--- config.mk ---
export PLATFORM = sky130hd
export DESIGN_NAME = predicated_step_skipper
export DESIGN_NICKNAME = d
export VERILOG_FILES = /design/src/rtl/skip_pkg.sv /design/src/rtl/lowbit_encoder.sv /design/src/rtl/step_advance_unit.sv /design/src/rtl/skip_ctrl_fsm.sv /design/src/rtl/predicated_step_skipper.sv
export SDC_FILE = /design/constraint.sdc
export NUM_CORES = 1
export LEC_CHECK = 0
export BUFFER_PORTS_ARGS = -buffer_cell sky130_fd_sc_hd__buf_2
export CAP_MARGIN = 15
export CELL_PAD_IN_SITES_DETAIL_PLACEMENT = 1
export CELL_PAD_IN_SITES_GLOBAL_PLACEMENT = 1
export CORE_ASPECT_RATIO = 0.75
export CORE_MARGIN = 8
export CORE_UTILIZATION = 40
export CTS_BUF_LIST = sky130_fd_sc_hd__clkbuf_8 sky130_fd_sc_hd__clkbuf_16
export DETAILED_ROUTE_END_ITERATION = 12
export PLACE_DENSITY = 0.86
export SLEW_MARGIN = 0
export SYNTH_ARGS = -nofsm -noshare
export SYNTH_HDL_FRONTEND = slang
export SYNTH_SLANG_ARGS = --single-unit
export TNS_END_PERCENT = 10
--- constraint.sdc ---
create_clock -name clk -period 3.99 [get_ports clk]
set_clock_uncertainty 0.2 [all_clocks]
set_input_delay 0 -clock clk [delete_from_list [all_inputs] [get_ports clk]]
set_output_delay 0 -clock clk [all_outputs]
set_load 0.01 [all_outputs]
--- src/rtl/skip_pkg.sv ---
package skip_pkg;

    // Operand slots handled by the step datapath
    localparam int NUM_OPS = 2;
    localparam int OP_SRC  = 0;
    localparam int OP_DST  = 1;

    // Control sequencer states
    typedef enum logic [1:0] {
        CTL_IDLE = 2'd0,
        CTL_MASK = 2'd1,
        CTL_EXEC = 2'd2
    } ctl_state_t;

    // Per-operand decision flags produced by the step datapath
    typedef struct packed {
        logic moved;
        logic at_end;
    } op_flags_t;

    // Step counter width able to hold every value from 0 to the element count
    function automatic int step_width(input int elems);
        return $clog2(elems + 1);
    endfunction

endpackage

--- src/rtl/lowbit_encoder.sv ---
module lowbit_encoder #(
    parameter int W  = 65,
    parameter int IW = 7
) (
    input  logic [W-1:0]  vec_i,
    output logic [IW-1:0] idx_o
);
    // Lowest set bit wins; scanning downward lets the last hit be the lowest
    always_comb begin
        idx_o = '0;
        for (int i = W - 1; i >= 0; i--) begin
            if (vec_i[i]) begin
                idx_o = IW'(i);
            end
        end
    end
endmodule

--- src/rtl/step_advance_unit.sv ---
module step_advance_unit
    import skip_pkg::*;
#(
    parameter int MASK_W = 64,
    parameter int STEP_W = step_width(MASK_W)
) (
    input  logic [MASK_W-1:0] mask_i,
    input  logic [STEP_W-1:0] step_i,
    input  logic [STEP_W-1:0] vl_i,
    input  logic              zero_i,
    output logic [STEP_W-1:0] next_o,
    output op_flags_t         flags_o
);
    localparam int CAND_W = MASK_W + 1;

    logic [CAND_W-1:0] cand;
    logic [STEP_W-1:0] found_idx;
    logic              cur_enabled;
    logic              below_len;
    logic              do_skip;

    // Candidate vector: enabled elements in [step, vl), plus a sentinel at vl
    // so the search always lands somewhere.
    always_comb begin
        for (int i = 0; i < MASK_W; i++) begin
            cand[i] = (STEP_W'(i) == vl_i) ||
                      (mask_i[i] && (STEP_W'(i) >= step_i) && (STEP_W'(i) < vl_i));
        end
        cand[MASK_W] = (vl_i == STEP_W'(MASK_W));
    end

    lowbit_encoder #(
        .W  (CAND_W),
        .IW (STEP_W)
    ) u_enc (
        .vec_i (cand),
        .idx_o (found_idx)
    );

    assign cur_enabled = |(mask_i & (MASK_W'(1) << step_i));
    assign below_len   = (step_i < vl_i);
    assign do_skip     = !zero_i && below_len && !cur_enabled;

    assign next_o         = do_skip ? found_idx : step_i;
    assign flags_o.moved  = do_skip;
    assign flags_o.at_end = (step_i == vl_i);
endmodule

--- src/rtl/skip_ctrl_fsm.sv ---
module skip_ctrl_fsm
    import skip_pkg::*;
(
    input  logic clk,
    input  logic rst,
    input  logic go_i,
    input  logic mask_valid_i,
    input  logic exec_ready_i,
    input  logic change_i,
    output logic mask_ready_o,
    output logic accept_o,
    output logic redecode_o,
    output logic exec_valid_o,
    output logic idle_o
);
    ctl_state_t state_q, state_d;

    always_comb begin
        state_d      = state_q;
        mask_ready_o = 1'b0;
        accept_o     = 1'b0;
        redecode_o   = 1'b0;
        exec_valid_o = 1'b0;
        unique case (state_q)
            CTL_IDLE: begin
                if (go_i) state_d = CTL_MASK;
            end
            CTL_MASK: begin
                mask_ready_o = 1'b1;
                if (mask_valid_i) begin
                    accept_o = 1'b1;
                    if (change_i) begin
                        redecode_o = 1'b1;
                        state_d    = CTL_IDLE;
                    end else begin
                        state_d    = CTL_EXEC;
                    end
                end
            end
            CTL_EXEC: begin
                exec_valid_o = 1'b1;
                if (exec_ready_i) state_d = CTL_IDLE;
            end
            default: state_d = CTL_IDLE;
        endcase
    end

    always_ff @(posedge clk) begin
        if (rst) state_q <= CTL_IDLE;
        else     state_q <= state_d;
    end

    assign idle_o = (state_q == CTL_IDLE);
endmodule

--- src/rtl/predicated_step_skipper.sv ---
module predicated_step_skipper
    import skip_pkg::*;
#(
    parameter  int MASK_W = 64,
    localparam int STEP_W = step_width(MASK_W)
) (
    input  logic              clk,
    input  logic              rst,
    input  logic              go_i,
    input  logic              vec_mode_i,
    input  logic              src_zero_i,
    input  logic              dst_zero_i,
    input  logic [STEP_W-1:0] vl_i,
    input  logic              step_ld_i,
    input  logic [STEP_W-1:0] src_ld_val_i,
    input  logic [STEP_W-1:0] dst_ld_val_i,
    input  logic              mask_valid_i,
    input  logic [MASK_W-1:0] src_mask_i,
    input  logic [MASK_W-1:0] dst_mask_i,
    output logic              mask_ready_o,
    output logic              redecode_o,
    output logic              exec_valid_o,
    input  logic              exec_ready_i,
    output logic [STEP_W-1:0] src_step_o,
    output logic [STEP_W-1:0] dst_step_o,
    output logic              src_done_o,
    output logic              dst_done_o
);
    logic [NUM_OPS-1:0][MASK_W-1:0] op_mask;
    logic [NUM_OPS-1:0]             op_zero;
    logic [NUM_OPS-1:0][STEP_W-1:0] op_ld;
    logic [NUM_OPS-1:0][STEP_W-1:0] step_q;
    logic [NUM_OPS-1:0][STEP_W-1:0] step_nx;
    op_flags_t [NUM_OPS-1:0]        op_flags;
    logic [NUM_OPS-1:0]             op_moved;

    logic any_change;
    logic accept;
    logic idle;

    assign op_mask[OP_SRC] = src_mask_i;
    assign op_mask[OP_DST] = dst_mask_i;
    assign op_zero[OP_SRC] = src_zero_i;
    assign op_zero[OP_DST] = dst_zero_i;
    assign op_ld[OP_SRC]   = src_ld_val_i;
    assign op_ld[OP_DST]   = dst_ld_val_i;

    for (genvar g = 0; g < NUM_OPS; g++) begin : g_op
        step_advance_unit #(
            .MASK_W (MASK_W),
            .STEP_W (STEP_W)
        ) u_adv (
            .mask_i  (op_mask[g]),
            .step_i  (step_q[g]),
            .vl_i    (vl_i),
            .zero_i  (op_zero[g]),
            .next_o  (step_nx[g]),
            .flags_o (op_flags[g])
        );

        assign op_moved[g] = op_flags[g].moved;

        always_ff @(posedge clk) begin
            if (rst) begin
                step_q[g] <= '0;
            end else if (accept && vec_mode_i) begin
                step_q[g] <= step_nx[g];
            end else if (idle && step_ld_i) begin
                step_q[g] <= op_ld[g];
            end
        end
    end

    assign any_change = vec_mode_i && (|op_moved);

    skip_ctrl_fsm u_ctl (
        .clk          (clk),
        .rst          (rst),
        .go_i         (go_i),
        .mask_valid_i (mask_valid_i),
        .exec_ready_i (exec_ready_i),
        .change_i     (any_change),
        .mask_ready_o (mask_ready_o),
        .accept_o     (accept),
        .redecode_o   (redecode_o),
        .exec_valid_o (exec_valid_o),
        .idle_o       (idle)
    );

    assign src_step_o = step_q[OP_SRC];
    assign dst_step_o = step_q[OP_DST];
    assign src_done_o = op_flags[OP_SRC].at_end;
    assign dst_done_o = op_flags[OP_DST].at_end;
endmodule

==> summary.txt, run 1 <==
Setup path
  – Critical path fanouts, max: 17
  – R2R Setup Slk: -0.03 ns
  – Crit path kind: reg -> reg
  – End point of the critical path: u_ctl.state_q[1]$_SDFFE_PP0P_
  – Crit path from: src_step_o[0]$_SDFFE_PP0P_
  – Required @ worst endpoint: 3.94 ns
  – RR Endpoint: u_ctl.state_q[1]$_SDFFE_PP0P_
  – Reg2reg path depth: 10
  – Reg2reg start: src_step_o[0]$_SDFFE_PP0P_
  – Endpoint type of the worst setup path: flip-flop
  – CP startpoint kind: flip-flop
  – Crit path DAT: 3.98 ns

Clocking
  – Clock sink count: 16
  – Root buf cell: clkbuf_16
  – TritonCTS Buffers: 3
  – H-tree Lvls: 1
  – Clock Tree Buf Depth: 2
  – Clk slew on worst S/H paths: around 0.060 ns
  – CTS tree: yes
  – Latest clock arrival within the worst-skew pair: 0.27 ns

Synthesis
  – Synth async-reset ratio: 0%
  – Most frequently used flop master after synthesis: dfxtp_1
  – Post-synth EDFFs: 0
  – Register area share after synthesis: 4.08%
  – Post-synth design cell area: 7850 sq um
  – Post-Syn Area per Cell: 6.63 sq um
  – Syn_nets: about 1,400
  – Distinct cell type count of the synthesized netlist: 93
  – Synthesis Warnings: 0
  – Mapped Cells: ~1,200
  – Synth Register Bits: 16

Detailed routing
  – DR DRC count: 0
  – Vias post-DR: between 10,000 and 15,000
  – Pre-antenna DRT Iters: 6
  – Iteration-0 DRC Markers: between 2,000 and 2,500
  – Drt total wl: about 55 mm
  – Via density: 7.79
  – Average wire per standard cell: 33.7 microns
  – Number of routed nets with antenna violations: 0

Placed design
  – I/O Buffers: 176
  – Inst Count DP: 1,608
  – Placement Setup Slack: 0.239 ns
  – DP HPWL: between 40 and 50 mm
  – RD Place Congestion: 1.11

Power
  – Clock power share: 10.1%
  – Combinational share of power: 78.8%
  – Cell Pwr Density: 236 nW/um^2
  – Internal Pwr Total: 0.937 mW
  – Sequential fraction of design power: 11.0%
  – Net Sw Frac: about three fifths
  – P_leak: 3.79 nW
  – Peak supply drop: about 150 uV
  – Sw Pwr: 1.30 mW

Timing
  – Slew Limit Fails: 0
  – Number of setup violations in the final report: 1
  – RSZ-0062 raised after global routing: true
  – Min Tclk post-route: 4.02 ns
  – Worst-margin pin slew: ~1.1 ns
  – Max_slew headroom: 23.6%
  – Min Hold Slack: between 0.04 and 0.05 ns
  – Crit share post-route: 101%
  – Setup TNS: -0.0334 ns
  – Hold Violations, Final: 0
  – Worst Slack Setup Final: -0.0334 ns
  – F_max: roughly 250 MHz

Floorplan
  – Die Y: ~140 microns
  – Core Footprint: 19,300 sq um
  – Die Area: 24,400 sq um
  – I/O pin count: 177
  – Core Rows: 44
  – Die span in x: 178 microns
  – Starting density of the core: 40.7%

Global routing
  – Total track usage: 43.0%
  – Overflow after GRT: 0
  – Number of global-route vias before repair: around 12,000
  – First-pass GRT wire length: 78.9 mm
  – Largest net degree at the start of global routing: 34
  – Antenna violations before repair: 2

Status
  – Failing checks: negative setup slack
  – Outcome: complete, but fails checks

Run
  – Max-Cap Viols: 0

Finish
  – Layout cell share with drive strength beyond 1: 26.0%
  – Sequential cell area: 328 sq um
  – N_diodes: 0
  – Area growth from synthesis to layout: 20.8%
  – Fillers: approximately 2,600
  – # nets final: between 1,500 and 2,000
  – Multi-input gate area: 6900 sq um
  – Count of non-filler cells in the finished layout: about 1,600

Min path
  – Hold/Removal Path Class: in -> reg
[metrics by stage]
| step | power, mW | utilization (%) | cell area (sq um) |
|---|---|---|---|
| after floorplan | 1.21 | - | 7850 |
| after global placement | 1.87 | 48.1 | 9260 |
| after detailed placement | 1.88 | 48.1 | 9260 |
| after CTS | 2.11 | 49.1 | 9470 |
| after global routing | 2.29 | 49.2 | 9480 |
| final | 2.23 | 49.2 | 9480 |
[synth_stat cells (all sizes together) (13+ instances only)]
cell type    n  area share (%)
a211oi      13             1.3
a21oi       56             3.6
a221oi      16             1.9
a31o        19             2.1
a31oi       29             2.3
a41o        34             4.5
a41oi       30             3.3
and2        15             1.2
and3        15             1.2
buf         60             4.6
clkbuf      37             1.8
dfxtp       16             4.1
ha          14             2.2
inv         31             1.5
mux2i       17             2.2
nand2      115             5.5
nand2b      15             1.2
nand3       56             3.6
nand4       27             2.2
nor2       102             4.9
nor2b       14             1.1
nor3        49             3.3
nor4        24             2.7
o2111ai     18             2.0
o211ai      30             2.9
o21a        14             1.3
o21ai       94             6.0
o31ai       16             1.5
[placed cells by master, fill, tap and decap left out, types with 19 or more instances in the layout]
master    instances
buf_2           176
nand2_1         115
nor2_1           99
o21ai_0          91
buf_4            90
nand3_1          55
a21oi_1          55
nor3_1           47
a41o_1           33
inv_1            31
o211ai_1         30
a41oi_1          30
a31oi_1          29
nand4_1          27
a31o_2           19
[state kept, by name, indices dropped and copies added (netlist names)]
signal,cells
src_step_o,7
dst_step_o,7
u_ctl.state_q,2
[power by group through the flow]
| stage | registers [mW] | logic, mW | clock network (mW) |
|---|---|---|---|
| 6_report | 0.247 | 1.76 | 0.226 |
| 3_3_place_gp | 0.242 | 1.62 | 0 |
| 4_1_cts | 0.239 | 1.66 | 0.219 |
| 2_1_floorplan | 0.201 | 1.01 | 0 |
| 5_1_grt | 0.246 | 1.82 | 0.224 |
| 3_5_place_dp | 0.243 | 1.64 | 0 |
[final cells by class]
cell class,count,area share [%]
tap,253,3.34
clock buffer,3,0.792
inverter,36,1.46
timing repair buffer,281,18.2
multi-input combinational,1035,72.7
sequential,16,3.46
[layer usage]
layer | vias to the layer above | routed length [microns] | global-route usage (%)
li1 | 5157 | - | -
met1 | 6042 | 21700 | 56.8
met2 | 1222 | 21500 | 61.5
met3 | 231 | 8760 | 16.0
met4 | 4 | 2740 | 17.7
met5 | - | 28 | 0
[worst min-delay path by stage]
stage / from / endpoint / cells past startpoint
after detailed placement: dst_ld_val_i[6] / dst_step_o[6]$_SDFFE_PP0P_ / 3
after global placement: dst_ld_val_i[6] / dst_step_o[6]$_SDFFE_PP0P_ / 3
after CTS: rst / src_step_o[6]$_SDFFE_PP0P_ / 2
after global routing: rst / dst_step_o[1]$_SDFFE_PP0P_ / 2
final: rst / dst_step_o[1]$_SDFFE_PP0P_ / 2
after floorplan: dst_ld_val_i[6] / dst_step_o[6]$_SDFFE_PP0P_ / 2
[timing repair]
item,CTS,global route
setup endpoints to repair,0,2
hold buffers,13,0
hold endpoints to repair,11,0
gates resized for setup,0,6
setup buffers,0,0
[cell families after synthesis]
| family | after synthesis | synth area share [%] |
|---|---|---|
| muxes | 34 | 5.33 |
| buffers and inverters | 133 | 8.12 |
| AOI/OAI and AO/OA | 469 | 43.9 |
| and+or+nand+nor | 518 | 36.3 |
| DFF | 16 | 4.08 |
| adders and majority gates | 14 | 2.23 |
[worst max-delay path: stages, from the launching register on]
cell	delay [ns]
dfxtp_1	0.60
buf_4	0.33
buf_4	0.25
mux4_2	0.51
nand3_1	0.11
o2111ai_1	0.12
o211ai_1	0.53
a22oi_1	0.32
o211ai_1	0.25
a21oi_1	0.08
dlygate4sd3_1	0.59
Note: power is estimated with default switching activity, not from simulation.
==> run 2: changes to the inputs <==
- CORE_MARGIN: 8 -> not set
==> run 2 against run 1 <==
The run now ends clean. Global-route usage up 6.9 points. First-iteration DRC count down 19%. Fmax up 3.0%. Total power is 1.5% lower. Via count down 2.3%. Register-to-register slack better by 0.12 ns. Largest cell class unchanged. Highest routed layer is now met4.
==> summary.txt, run 2 (synthesized netlist as in run 1, its figures left out) <==
Power
  – Peak supply drop: 155 uV (+6.5%)
  – Sequential fraction of design power: 10.8% (-0.2 points)
  – Combinational share of power: 78.6% (-0.2 points)
  – Net Sw Frac: 57.9% (-0.21 points)
  – P_leak: 3.72 nW (-2.0%)
  – Clock power share: 10.6% (+0.5 points)
  – Total power: 2.20 mW (-1.5%)
  – Internal Pwr Total: 0.927 mW (-1.0%)
  – Sw Pwr: 1.27 mW (-1.9%)
  – Cell Pwr Density: 235 nW/um^2 (-0.13%)

Timing
  – Worst-margin pin slew: 1.02 ns (-0.127 ns)
  – RSZ-0062 raised after global routing: false
  – Max_slew headroom: 31.7% (+8.1 points)
  – Worst Slack Setup Final: 0.0834 ns (+0.117 ns)
  – Slew Limit Fails: 0 (unchanged)
  – F_max: 256 MHz (+3.0%)
  – Setup TNS: 0 ns (+0.0334 ns)
  – Hold Violations, Final: 0 (unchanged)
  – Number of setup violations in the final report: 0 (-1)
  – Min Tclk post-route: 3.91 ns (-0.117 ns)
  – Crit share post-route: 97.9% (-2.9 points)

Placed design
  – Placement Setup Slack: 0.0836 ns (-0.155 ns)
  – DP HPWL: 42.3 mm (-7.2%)
  – RD Place Congestion: 1.08 (-2.8%)
  – I/O Buffers: 176 (unchanged)

Clocking
  – Root buf cell: clkbuf_16
  – Clock Tree Buf Depth: 2 (unchanged)
  – Latest clock arrival within the worst-skew pair: 0.27 ns (about the same)
  – H-tree Lvls: 1 (unchanged)
  – Clock sink count: 16 (unchanged)
  – Clk slew on worst S/H paths: 0.07 ns (about the same)
  – TritonCTS Buffers: 3 (unchanged)
  – CTS tree: yes

Floorplan
  – Die Y: 123 microns (-10%)
  – Core Footprint: 18,800 sq um (-2.3%)
  – Die span in x: 164 microns (-7.9%)
  – Core Rows: 43 (-2.3%)
  – I/O pin count: 177 (unchanged)
  – Starting density of the core: 41.7% (+0.95 points)
  – Die Area: 20,200 sq um (-17%)

Detailed routing
  – Iteration-0 DRC Markers: 1,942 (-19%)
  – Number of routed nets with antenna violations: 0 (unchanged)
  – Via density: 7.72 (-0.97%)
  – Drt total wl: 51.6 mm (-5.7%)
  – Top sig layer: met4
  – DR DRC count: 0 (unchanged)
  – Met1 wire length: 20.4 mm (-5.8%)
  – Average wire per standard cell: 32.2 microns (-4.4%)
  – Pre-antenna DRT Iters: 5 (-1)
  – Vias post-DR: 12,400 (-2.3%)
  – Wire length on met3: 8.36 mm (-4.6%)
  – Metal2 WL: 20.5 mm (-4.5%)

Finish
  – Layout cell share with drive strength beyond 1: 24.9% (-1.1 points)
  – # nets final: 1,529 (-1.0%)
  – Fillers: 2,560 (-1.9%)
  – Sequential cell area: 324 sq um (-1.1%)
  – Most frequent cells in the layout: 176 x buf_2, 115 x nand2_1, 101 x nor2_1
  – Multi-input gate area: 6900 sq um (about the same)
  – Area growth from synthesis to layout: 19.1%
  – Most common cell after layout, fill and taps aside: buf_2

Setup path
  – CP startpoint kind: flip-flop
  – Endpoint type of the worst setup path: flip-flop
  – Crit path DAT: 3.88 ns (-0.10 ns)
  – Critical path cell sequence: and2_0 -> o21ai_0 -> a41oi_1 -> nor4bb_1 -> nand2b_1 -> a211oi_1 -> o211a_1 -> o211ai_1 -> a221oi_1
  – Crit path kind: reg -> reg
  – Critical path fanouts, max: 13 (-4)
  – CP bufs+invs: 0 (-3)
  – Required @ worst endpoint: 3.96 ns (+0.02 ns)
  – Critical Path Slowest Stage Cell: dfxtp_1
  – CP top delay family: compound AO/OA/AOI/OAI gates
  – Critical Path Max Stage Delay: 0.70 ns (+0.10 ns)

Global routing
  – First-pass GRT wire length: 73.7 mm (-6.6%)
  – Total track usage: 49.9% (+6.9 points)
  – Largest net degree at the start of global routing: 40 (+18%)
  – Overflow after GRT: 0 (unchanged)
  – Antenna violations before repair: 1 (-1)
  – Number of global-route vias before repair: 11,500 (-4.2%)

Min path
  – Hold/Removal Path Class: in -> reg

Status
  – Outcome: complete, no violations

Run
  – Max-Cap Viols: 0 (unchanged)
==> run 2: cell types whose count changed in the layout (fill, tap and decap cells not counted), sizes merged <==
cell and delta:
clkinvlp -1, diode +1, clkinv +1, buf -16
==> run 2: cell type report <==
cell class | instances | share of cell area (%)
Multi-Input combinational cell | 1035 | 73.8
Timing Repair Buffer | 265 | 17.2
Sequential cell | 16 | 3.47
Tap cell | 247 | 3.31
Inverter | 36 | 1.45
Clock buffer | 3 | 0.803
Antenna cell | 1 | 0.0268
==> run 2: worst min-delay path, delay by kind of cell <==
kind | cells | cell delay (ns)
AO/OA/AOI/OAI | 2 | 0.32
buffers and inverters | 1 | 0.09
==> run 2: stage by stage <==
| step | instances | util, % | hold WS (ns) | instance area (sq um) |
|---|---|---|---|---|
| floorplan | 1184 | - | -0.0471 | 7850 |
| global placement | 1586 | 48.5 | 0.0700 | 9130 |
| detailed placement | 1586 | 48.5 | 0.0749 | 9130 |
| CTS | 1602 | 49.6 | 0.0112 | 9340 |
| global route | 1602 | 49.6 | 0.0704 | 9350 |
| finish | 1603 | 49.7 | 0.00294 | 9350 |
==> run 2: power groups by stage <==
stage | combinational (mW) | sequential (mW) | clock, mW
CTS | 1.63 | 0.233 | 0.228
floorplan | 1.01 | 0.201 | 0
global placement | 1.59 | 0.236 | 0
detailed placement | 1.61 | 0.236 | 0
global route | 1.79 | 0.238 | 0.233
finish | 1.73 | 0.237 | 0.234
==> run 2: final timing paths <==
check	end	slack, ns	from	depth (start not counted)
max	dst_step_o[2]$_SDFFE_PP0P_	0.08	dst_step_o[1]$_SDFFE_PP0P_	9
min	src_step_o[2]$_SDFFE_PP0P_	0.003	src_ld_val_i[2]	3
max reg2reg	dst_step_o[2]$_SDFFE_PP0P_	0.08	dst_step_o[1]$_SDFFE_PP0P_	9
min reg2reg	u_ctl.state_q[0]$_SDFFE_PP0P_	0.29	u_ctl.state_q[1]$_SDFFE_PP0P_	1
==> run 2: layer usage <==
layer  vias up  track usage [%]
li1       5125                -
met1      5888             67.2
met2      1147             72.9
met3       211             16.9
met4         0             18.5
met5         -                0
==> run 2: repair_timing <==
action / CTS / global route
hold buffers: 13 / 0
endpoints found under the setup margin: 0 / 3
setup buffers: 0 / 0
hold endpoints to repair: 11 / 0
gates resized for setup: 0 / 4
==> run 3: changes to the inputs <==
- CELL_PAD_IN_SITES_DETAIL_PLACEMENT: 1 -> 2
- CELL_PAD_IN_SITES_GLOBAL_PLACEMENT: 1 -> 2
- CORE_UTILIZATION: 40 -> 31
- PLACE_DENSITY: 0.86 -> 0.87
- SLEW_MARGIN: 0 -> 20
==> run 3 against run 2 <==
Clock-buffer cell count increased by 1. Routed wire length increased by 14%. Register-to-register slack got worse by 0.06 ns. Final area increased by 3.6%. Critical endpoint is now dst_step_o[0]$_SDFFE_PP0P_. Largest cell class unchanged. Highest routed layer is now met5.
==> summary.txt, run 3 (synthesized netlist as in run 1, its figures left out) <==
Status
  – Outcome: complete, no violations

Setup path
  – End point of the critical path: dst_step_o[0]$_SDFFE_PP0P_
  – CP startpoint kind: flip-flop
  – Reg2reg start: dst_step_o[2]$_SDFFE_PP0P_
  – Crit-path most repeated cell: o21ai_0
  – Critical Path Slowest Stage Cell: dfxtp_1
  – Critical path cell sequence: buf_4 -> nand4_1 -> o211a_1 -> o21ai_0 -> o21ai_1 -> a2111oi_4 -> o2111ai_1 -> a21oi_1 -> o21ai_0 -> a221oi_1
  – Critical Path Max Stage Delay: 0.61 ns (-0.09 ns)
  – RR Endpoint: dst_step_o[0]$_SDFFE_PP0P_
  – Endpoint type of the worst setup path: flip-flop
  – Crit path from: dst_step_o[2]$_SDFFE_PP0P_
  – Required @ worst endpoint: 3.96 ns (about the same)
  – Crit path kind: reg -> reg
  – Critical path fanouts, max: 19 (+6)
  – Crit path DAT: 3.94 ns (+0.06 ns)
  – Logic depth of the worst setup path including buffers: 10 (+1)
  – CP bufs+invs: 1 (+1)
  – R2R Setup Slk: 0.02 ns (-0.06 ns)
  – Reg2reg path depth: 10 (+1)
  – CP top delay family: compound AO/OA/AOI/OAI gates

Detailed routing
  – Via density: 7.27 (-5.7%)
  – Pre-antenna DRT Iters: 6 (+1)
  – Iteration-0 DRC Markers: 1,725 (-11%)
  – Average wire per standard cell: 34.3 microns (+6.5%)
  – Drt total wl: 59.1 mm (+14%)
  – DR DRC count: 0 (unchanged)
  – Number of routed nets with antenna violations: 0 (unchanged)
  – Vias post-DR: 12,500 (+1.3%)

Timing
  – Worst-margin pin slew: 0.980 ns (-0.0370 ns)
  – Slew Limit Fails: 0 (unchanged)
  – Worst Slack Setup Final: 0.0211 ns (-0.0623 ns)
  – Max_slew headroom: 34.6% (+3.0 points)
  – Crit share post-route: 99.5% (+1.6 points)
  – Number of setup violations in the final report: 0 (unchanged)
  – Setup TNS: 0 ns (unchanged)
  – RSZ-0062 raised after global routing: false
  – Min Hold Slack: 0.000272 ns (-0.00267 ns)
  – Min Tclk post-route: 3.97 ns (+0.0623 ns)
  – F_max: 252 MHz (-1.6%)
  – Hold Violations, Final: 0 (unchanged)

Clocking
  – Post-CTS setup buffers: 0 (unchanged)
  – Root buf cell: clkbuf_16
  – Clk slew on worst S/H paths: 0.07 ns (about the same)
  – TritonCTS Buffers: 3 (unchanged)
  – CTS tree: yes
  – H-tree Lvls: 1 (unchanged)
  – Clock Tree Buf Depth: 2 (unchanged)
  – Latest clock arrival within the worst-skew pair: 0.27 ns (about the same)
  – Clock sink count: 16 (unchanged)

Global routing
  – Total track usage: 44.5% (-5.4 points)
  – Antenna violations before repair: 0 (-1)
  – First-pass GRT wire length: 85.0 mm (+15%)
  – Overflow after GRT: 0 (unchanged)
  – Number of global-route vias before repair: 12,600 (+9.6%)
  – Largest net degree at the start of global routing: 35 (-13%)

Finish
  – Most frequent cells in the layout: 176 x buf_2, 115 x nand2_1, 104 x buf_4
  – Most common cell after layout, fill and taps aside: buf_2
  – Final Util: 38.9% (-11 points)
  – Count of non-filler cells in the finished layout: 1,723 (+7.5%)
  – Multi-input gate area: 6910 sq um (+0.16%)
  – # nets final: 1,558 (+1.9%)
  – Area growth from synthesis to layout: 23.5%
  – Final Cell Area: 9690 sq um (+3.6%)
  – Fillers: 3,134 (+22%)
  – N_diodes: 0 (-1)
  – Sequential cell area: 323 sq um (-0.39%)
  – Layout cell share with drive strength beyond 1: 26.4% (+1.6 points)

Min path
  – Hold/Removal Path Class: in -> reg

Floorplan
  – Die span in x: 186 microns (+13%)
  – Die Y: 140 microns (+13%)
  – I/O pin count: 177 (unchanged)
  – Core Footprint: 24,900 sq um (+32%)
  – Core Rows: 50 (+16%)
  – Starting density of the core: 31.5% (-10 points)
  – Die Area: 26,000 sq um (+29%)

Power
  – Cell Pwr Density: 240 nW/um^2 (+2.2%)
  – P_leak: 3.86 nW (+3.9%)
  – Peak supply drop: 104 uV (-33%)
  – Total power: 2.33 mW (+5.9%)

Run
  – Max-Cap Viols: 0 (unchanged)

Placed design
  – Placement Setup Slack: -0.137 ns (-0.220 ns)
  – Dpl cell area: 9450 sq um (+3.5%)
  – I/O Buffers: 176 (unchanged)
  – DP HPWL: 48.7 mm (+15%)
  – RD Place Congestion: 1.07 (-1.0%)
  – Inst Count DP: 1,706 (+7.6%)
run 3: changes by cell type in the layout (fill, tap and decap cells not counted), sizes merged:
cell    delta
buf       +29
clkbuf     +1
diode      -1
run 3: tightest hold or removal path: stages:
cell and delay, ns:
buf_2 0.11, a21oi_1 0.22, a221oi_2 0.09
run 3: cell type report:
| type | instances | share of cell area, % |
|---|---|---|
| timing repair buffer | 294 | 18.7 |
| inverter | 36 | 1.39 |
| multi-input combinational | 1035 | 71.3 |
| clock buffer | 4 | 0.917 |
| sequential | 16 | 3.33 |
| tap | 338 | 4.36 |
run 3: timing repair:
action                                 CTS  global route
gates resized for setup                  1             3
cloned                                   0             0
setup endpoints to repair                1             2
endpoints found under the hold margin   10             0
hold buffers                            13             0
run 3: power breakdown:
part           switching (mW)  internal (mW)
sequential             0.0582          0.176
combinational            1.20          0.647
clock                  0.0979          0.154
total                    1.35          0.977
run 3: worst min path at each step:
stage | start | end | slack (ns) | depth (start not counted)
floorplan | dst_ld_val_i[6] | dst_step_o[6]$_SDFFE_PP0P_ | -0.05 | 2
global placement | dst_ld_val_i[6] | dst_step_o[6]$_SDFFE_PP0P_ | 0.07 | 3
detailed placement | dst_ld_val_i[6] | dst_step_o[6]$_SDFFE_PP0P_ | 0.09 | 3
CTS | dst_ld_val_i[2] | dst_step_o[2]$_SDFFE_PP0P_ | 0.01 | 3
global route | dst_ld_val_i[2] | dst_step_o[2]$_SDFFE_PP0P_ | 0.04 | 3
finish | src_ld_val_i[6] | src_step_o[6]$_SDFFE_PP0P_ | 0.0003 | 3
run 3: per-layer routing:
layer / vias up / wire [microns] / global-route usage (%)
met2: 987 / 24500 / 66.0
met3: 190 / 7840 / 11.0
met4: 2 / 2460 / 17.1
met1: 6185 / 24300 / 61.1
met5: - / 32 / 0.952
li1: 5169 / - / -
